File: src/rtl/zbt_pkg.sv
package zbt_pkg;
    typedef enum logic [1:0] {
        OP_IDLE  = 2'd0,
        OP_READ  = 2'd1,
        OP_WRITE = 2'd2
    } op_e;

    localparam int BURST_W = 2;
endpackage

File: src/rtl/zbt_seq_addr.sv
module zbt_seq_addr #(
    parameter int ADDR_W = 6
) (
    input  logic [ADDR_W-1:0]            base,
    input  logic [zbt_pkg::BURST_W-1:0]  beat,
    input  logic                         order,
    output logic [ADDR_W-1:0]            eff
);
    localparam int BW = zbt_pkg::BURST_W;

    logic [BW-1:0] low;

    generate
        if (ADDR_W > BW) begin : g_wide
            assign eff = {base[ADDR_W-1:BW], low};
        end else begin : g_narrow
            assign eff = low[ADDR_W-1:0];
        end
    endgenerate

    // interleaved: XOR of the beat index; linear: modular add
    always_comb begin
        if (order) low = base[BW-1:0] ^ beat;
        else       low = base[BW-1:0] + beat;
    end
endmodule

File: src/rtl/zbt_core.sv
module zbt_core #(
    parameter int ADDR_W = 6,
    parameter int LANES  = 4,
    parameter int LANE_W = 9,
    localparam int WORD_W = LANES * LANE_W,
    localparam int DEPTH  = 1 << ADDR_W
) (
    input  logic              clk,
    input  logic              commit,
    input  logic              pend_vld,
    input  logic [ADDR_W-1:0] pend_addr,
    input  logic [LANES-1:0]  pend_bw_n,
    input  logic [WORD_W-1:0] pend_data,
    input  logic [ADDR_W-1:0] rd_addr,
    output logic [WORD_W-1:0] rd_data
);
    logic [WORD_W-1:0] mem [DEPTH];
    logic [WORD_W-1:0] raw;
    logic              hit;

    always_ff @(posedge clk) begin
        if (commit) begin
            for (int i = 0; i < LANES; i++) begin
                if (!pend_bw_n[i])
                    mem[pend_addr][i*LANE_W +: LANE_W] <= pend_data[i*LANE_W +: LANE_W];
            end
        end
    end

    assign raw = mem[rd_addr];
    assign hit = pend_vld && (pend_addr == rd_addr);

    // forward the pending word lane by lane
    generate
        for (genvar g = 0; g < LANES; g++) begin : g_lane
            assign rd_data[g*LANE_W +: LANE_W] = (hit && !pend_bw_n[g])
                ? pend_data[g*LANE_W +: LANE_W]
                : raw[g*LANE_W +: LANE_W];
        end
    endgenerate
endmodule

File: src/rtl/zbt_sram.sv
module zbt_sram #(
    parameter int ADDR_W = 6,
    parameter int LANES  = 4,
    parameter int LANE_W = 9,
    localparam int WORD_W = LANES * LANE_W
) (
    input  logic              clk,
    input  logic              rst_n,
    input  logic              cen_n,
    input  logic              sel0_n,
    input  logic              sel1,
    input  logic              sel2_n,
    input  logic              adv_ld_n,
    input  logic              we_n,
    input  logic [LANES-1:0]  bw_n,
    input  logic              burst_order,
    input  logic [ADDR_W-1:0] addr,
    input  logic              oe_n,
    input  logic [WORD_W-1:0] dq_in,
    output logic [WORD_W-1:0] dq_out,
    output logic              dq_drive
);
    import zbt_pkg::*;

    typedef struct packed {
        op_e                op;
        logic [ADDR_W-1:0]  base;
        logic [BURST_W-1:0] beat;
        logic [LANES-1:0]   bw_n;
        logic               pv;
        logic [ADDR_W-1:0]  pa;
        logic [LANES-1:0]   pbw_n;
        logic [WORD_W-1:0]  pd;
    } state_t;

    state_t            st_d, st_q;
    logic              sel_all;
    logic [ADDR_W-1:0] eff_addr;
    logic [WORD_W-1:0] rd_word;

    assign sel_all = !sel0_n && sel1 && !sel2_n;

    zbt_seq_addr #(.ADDR_W(ADDR_W)) i_seq (
        .base  (st_q.base),
        .beat  (st_q.beat),
        .order (burst_order),
        .eff   (eff_addr)
    );

    zbt_core #(.ADDR_W(ADDR_W), .LANES(LANES), .LANE_W(LANE_W)) i_core (
        .clk       (clk),
        .commit    (!cen_n && st_q.pv),
        .pend_vld  (st_q.pv),
        .pend_addr (st_q.pa),
        .pend_bw_n (st_q.pbw_n),
        .pend_data (st_q.pd),
        .rd_addr   (eff_addr),
        .rd_data   (rd_word)
    );

    always_comb begin
        st_d = st_q;
        if (!cen_n) begin
            // data phase of the beat registered on the previous edge
            if (st_q.op == OP_WRITE) begin
                st_d.pv    = 1'b1;
                st_d.pa    = eff_addr;
                st_d.pbw_n = st_q.bw_n;
                st_d.pd    = dq_in;
            end else begin
                st_d.pv = 1'b0;
            end
            // command phase
            if (!adv_ld_n) begin
                if (sel_all) begin
                    st_d.op   = we_n ? OP_READ : OP_WRITE;
                    st_d.base = addr;
                    st_d.beat = '0;
                    st_d.bw_n = bw_n;
                end else begin
                    st_d.op = OP_IDLE;
                end
            end else if (st_q.op != OP_IDLE) begin
                st_d.beat = st_q.beat + 1'b1;
                st_d.bw_n = bw_n;
            end
        end
    end

    always_ff @(posedge clk or negedge rst_n) begin
        if (!rst_n) begin
            st_q <= '{op: OP_IDLE, default: '0};
        end else begin
            st_q <= st_d;
        end
    end

    assign dq_out   = rd_word;
    assign dq_drive = (st_q.op == OP_READ) && !oe_n;

    p_stall_hold_r1: assert property (@(posedge clk) disable iff (!rst_n)
        cen_n |=> $stable(st_q));

    p_write_float_r3: assert property (@(posedge clk) disable iff (!rst_n)
        (!cen_n && !adv_ld_n && sel_all && !we_n) |=> !dq_drive);

    p_capture_r3: assert property (@(posedge clk) disable iff (!rst_n)
        (!cen_n && st_q.op == OP_WRITE) |=> st_q.pv);

    p_deselect_r6: assert property (@(posedge clk) disable iff (!rst_n)
        (!cen_n && !adv_ld_n && !sel_all) |=> !dq_drive);

    p_burst_step_r7: assert property (@(posedge clk) disable iff (!rst_n)
        (!cen_n && adv_ld_n && st_q.op != OP_IDLE) |=> st_q.beat == $past(st_q.beat) + 2'd1);

    p_reset_idle_r9: assert property (@(posedge clk)
        !rst_n |-> !dq_drive);
endmodule

File: config.mk
export PLATFORM = sky130hd
export DESIGN_NAME = zbt_sram
export DESIGN_NICKNAME = d
export VERILOG_FILES = /design/src/rtl/zbt_pkg.sv /design/src/rtl/zbt_seq_addr.sv /design/src/rtl/zbt_core.sv /design/src/rtl/zbt_sram.sv
export SDC_FILE = /design/constraint.sdc
export NUM_CORES = 2
export LEC_CHECK = 0
export ABC_CLOCK_PERIOD_IN_PS = 3950
export BUFFER_PORTS_ARGS = -buffer_cell sky130_fd_sc_hd__buf_4
export CORE_UTILIZATION = 40
export CTS_CLUSTER_SIZE = 25
export DETAILED_ROUTE_END_ITERATION = 12
export HOLD_SLACK_MARGIN = 0.05
export SYNTH_ARGS = -nofsm -noshare
export SYNTH_HDL_FRONTEND = slang
export SYNTH_HIERARCHICAL = 1
export SYNTH_SLANG_ARGS = --single-unit
File: constraint.sdc
create_clock -name clk -period 3.95 [get_ports clk]
set_clock_uncertainty 0.1 [all_clocks]
set_input_delay 0.1975 -clock clk [delete_from_list [all_inputs] [get_ports clk]]
set_output_delay 0.1975 -clock clk [all_outputs]
set_load 0.02 [all_outputs]
==> results.cfg <==
[cts]
cts_max_level = 4
cts.clk_slew.worst_paths_ps = 60
tritoncts_clock_tree = done
clock_tree.buffer_depth = 3
tritoncts.num_buffers = 236
clock-root-buffer = sky130_fd_sc_hd__clkbuf_16
cts.sink_count = 2365
clk-insertion-delay-late_ps = 870

[synth]
synth.lib_cells_used.distinct = 60
post_synthesis_async_set_or_reset_flop_share_pct = 2.58
primary_flip_flop_cell_chosen_by_synthesis_mapping = sky130_fd_sc_hd__edfxtp_1
yosysSeqAreaShare_pct = 77.1
synthesis.yosys.warnings = 6
ys_ff_latch = 2365
yosys-top-cells-area = sky130_fd_sc_hd__edfxtp_1 (75%), sky130_fd_sc_hd__mux4_2 (11%), sky130_fd_sc_hd__mux2i_1 (3.4%), sky130_fd_sc_hd__dfrtp_1 (1.7%), sky130_fd_sc_hd__a22oi_1 (1.6%)
post_synth_inst_count = 4500
synth_edf_count = 2304
syn_nets = 4557
yosysTopAreaCell = sky130_fd_sc_hd__edfxtp_1
synth_top_cell_area_share_pct = 75.4
synthesis.area_per_instance_um2 = 20.4
mappedNetlistArea_um2 = 91800

[place]
cell_area_placed_um2 = 99200
placement.io_buffers = 92
hpwlAfterDp_mm = 165
place.gp.congestion = 0.856
place_ws_ps = 226

[pwr]
vdd.ir_drop.worst_mv = 0.701
power.static_leakage_nw = 36.3
powerDensity_nw_per_um2 = 676
total_power_w = 0.0754

[finish]
final_cell_area_excluding_filler_cells_um2 = 111000
seq_cell_area_um2 = 70800
finalCoreUtilization_pct = 48.9
synthToLayoutAreaGrowth_pct = 21.4
n_fill_cell = 18403
final_nets = 5331
drive_above_1_share_pct = 32.3
total_area_of_multi_input_combinational_cells_um2 = 20900

[hold_path]
hold_path_class = in -> reg

[drt]
count_of_unresolved_drc_violations_after_routing = 0
ant_nets = 0
wire_length_reported_by_the_detailed_router_mm = 263
detailroute.via_count = 49125
wl_per_cell_um = 31.0
drt_pre_antenna_iters = 8
vias_per_cell = 5.78
dr.first_iter.drc_count = 5819

[sta]
fin_worst_hold_slack_ps = 112
fin_crit_sh_pct = 105
maxClockFrequency_ghz = 0.241
final.min_clock_period_ps = 4150
hold_violations = 0
rsz0062_at_grt = yes
timing.max_slew.rel_slack_pct = 31.6
worstMarginPinSlew_ps = 1030
finalSetupViolCount = 36
timing.final.ws_setup_ps = -199
maxSlewViolCount = 0

[setup_path]
timing.critical_path.from_type = register
worstPathMaxFanout = 12
cp-end-kind = primary output
required_ps = 3650
path_class = reg -> out
worst_ep_arrival_ps = 3850

[floorplanning]
floorplan.die.width_um = 481
initial_utilization_pct = 40.3
floorplan.core_area_um2 = 228000
boundaryPins = 93
area_of_the_die_um2 = 231000
row_count = 175
die-height_um = 481

[run]
maxCapViolCount = 0

[global_route]
number_of_antenna_violations_at_the_first_check_in_global_routing = 12
grt.total_usage_pct = 22.2
grt_first_pass_wirelength_mm = 364
global_route_congestion_overflow_total = 0
grt_start_max_net_pins = 66
first_global_vias = 48340

[status]
status = finished, violations left
violations = negative setup slack
[report_power, final]
group	leakage (nW)	switching, W	total (W)	internal (W)
clock network	3.83	0.00969	0.0228	0.0131
registers	21.6	0.00174	0.0321	0.0303
logic	10.9	0.0112	0.0205	0.00923
total	36.3	0.0227	0.0754	0.0527
[final timing paths]
kind                       depth (start not counted)  startpoint  slack [ps]                 end
max                                               10    st_q[51]        -200          dq_out[18]
min in group asynchronous                          4       rst_n         300            st_q[31]
min reg2reg                                        1    st_q[49]         420            st_q[38]
max in group asynchronous                          4       rst_n        2970            st_q[23]
max reg2reg                                        4    st_q[40]         740  i_core/mem[60][23]
min                                                3   dq_in[35]         110            st_q[35]
[logic make-up (layout without fill, tap and decap cells)]
kind of cell               count (synthesis)  count (layout)  synth area share, %
and+or+nand+nor                          583             584                 2.84
DFF                                     2365            2365                 77.1
other                                      0               8                    0
adders and majority gates                  1               1               0.0136
muxes                                    821             821                 15.1
buffers and inverters                    278            1253                 1.51
AOI/OAI and AO/OA                        444             444                 3.39
xor gates and xnor gates                   8               8               0.0764
[through the flow]
step | TNS, ps | std cells
final | -3770 | 8493
after global routing | -7510 | 8487
after CTS | -7920 | 8416
after detailed placement | 0 | 7800
after global placement | 0 | 7800
after floorplan | 0 | 4500
[final cells by class]
cell class,instances,share of cell area [%]
timing repair buffer,811,7.19
antenna,8,0.0180
multi-input combinational,1858,18.8
sequential,2365,63.5
tap,3009,3.38
clock buffer,287,5.53
clock inverter,153,1.60
inverter,2,0.0101
[cell usage in the layout (no fill, tap or decap), drive strengths merged, types with 34 or more instances in the layout]
cell type,instances
a21oi,73
a22oi,198
a31oi,49
and3,34
buf,668
clkbuf,302
clkinv,103
dfrtp,61
dlygate4sd3,126
edfxtp,2304
mux2,60
mux2i,315
mux4,446
nand2,120
nand3,52
nor2,294
[flip-flops by register name (all words and copies together), names as in the netlist]
name,flops
st_q,61
i_core/mem,2304
[cells in the mapped netlist (30+ instances only)]
cell,number
sky130_fd_sc_hd__mux4_2,446
sky130_fd_sc_hd__mux2i_1,315
sky130_fd_sc_hd__nand2_1,120
sky130_fd_sc_hd__buf_2,113
sky130_fd_sc_hd__edfxtp_1,2304
sky130_fd_sc_hd__nor2_1,292
sky130_fd_sc_hd__a22o_1,32
sky130_fd_sc_hd__a22oi_1,198
sky130_fd_sc_hd__o22ai_1,30
sky130_fd_sc_hd__buf_4,37
sky130_fd_sc_hd__a21oi_1,73
sky130_fd_sc_hd__nand3_1,52
sky130_fd_sc_hd__clkbuf_1,89
sky130_fd_sc_hd__mux2_2,60
sky130_fd_sc_hd__and3_1,34
sky130_fd_sc_hd__a31oi_1,49
sky130_fd_sc_hd__dfrtp_1,61
[critical path: stages, from the launching register on]
cell and delay, ps:
sky130_fd_sc_hd__dfrtp_1 410, sky130_fd_sc_hd__ha_4 400, sky130_fd_sc_hd__buf_12 160, sky130_fd_sc_hd__buf_16 150
sky130_fd_sc_hd__buf_16 170, sky130_fd_sc_hd__mux4_2 510, sky130_fd_sc_hd__a211oi_1 470, sky130_fd_sc_hd__nand2_1 200
sky130_fd_sc_hd__o211ai_1 210, sky130_fd_sc_hd__o21ai_1 130, sky130_fd_sc_hd__buf_4 170
[metal layers]
metal  global-route usage (%)  up-vias  wire length (um)
li1                         -    20174                 -
met2                     35.6     2345            125000
met5                        0        -                63
met4                     6.42       10              8530
met1                     30.7    26140            106000
met3                     4.52      456             23000
[what timing repair did]
action,4_1_cts,5_1_grt
endpoints found under the hold margin,112,0
setup buffers,40,55
cloned,9,17
gates resized for setup,107,199
hold buffers,127,0
pin swaps,18,63
endpoints found under the setup margin,36,36
(Power assumes the default switching activity.)
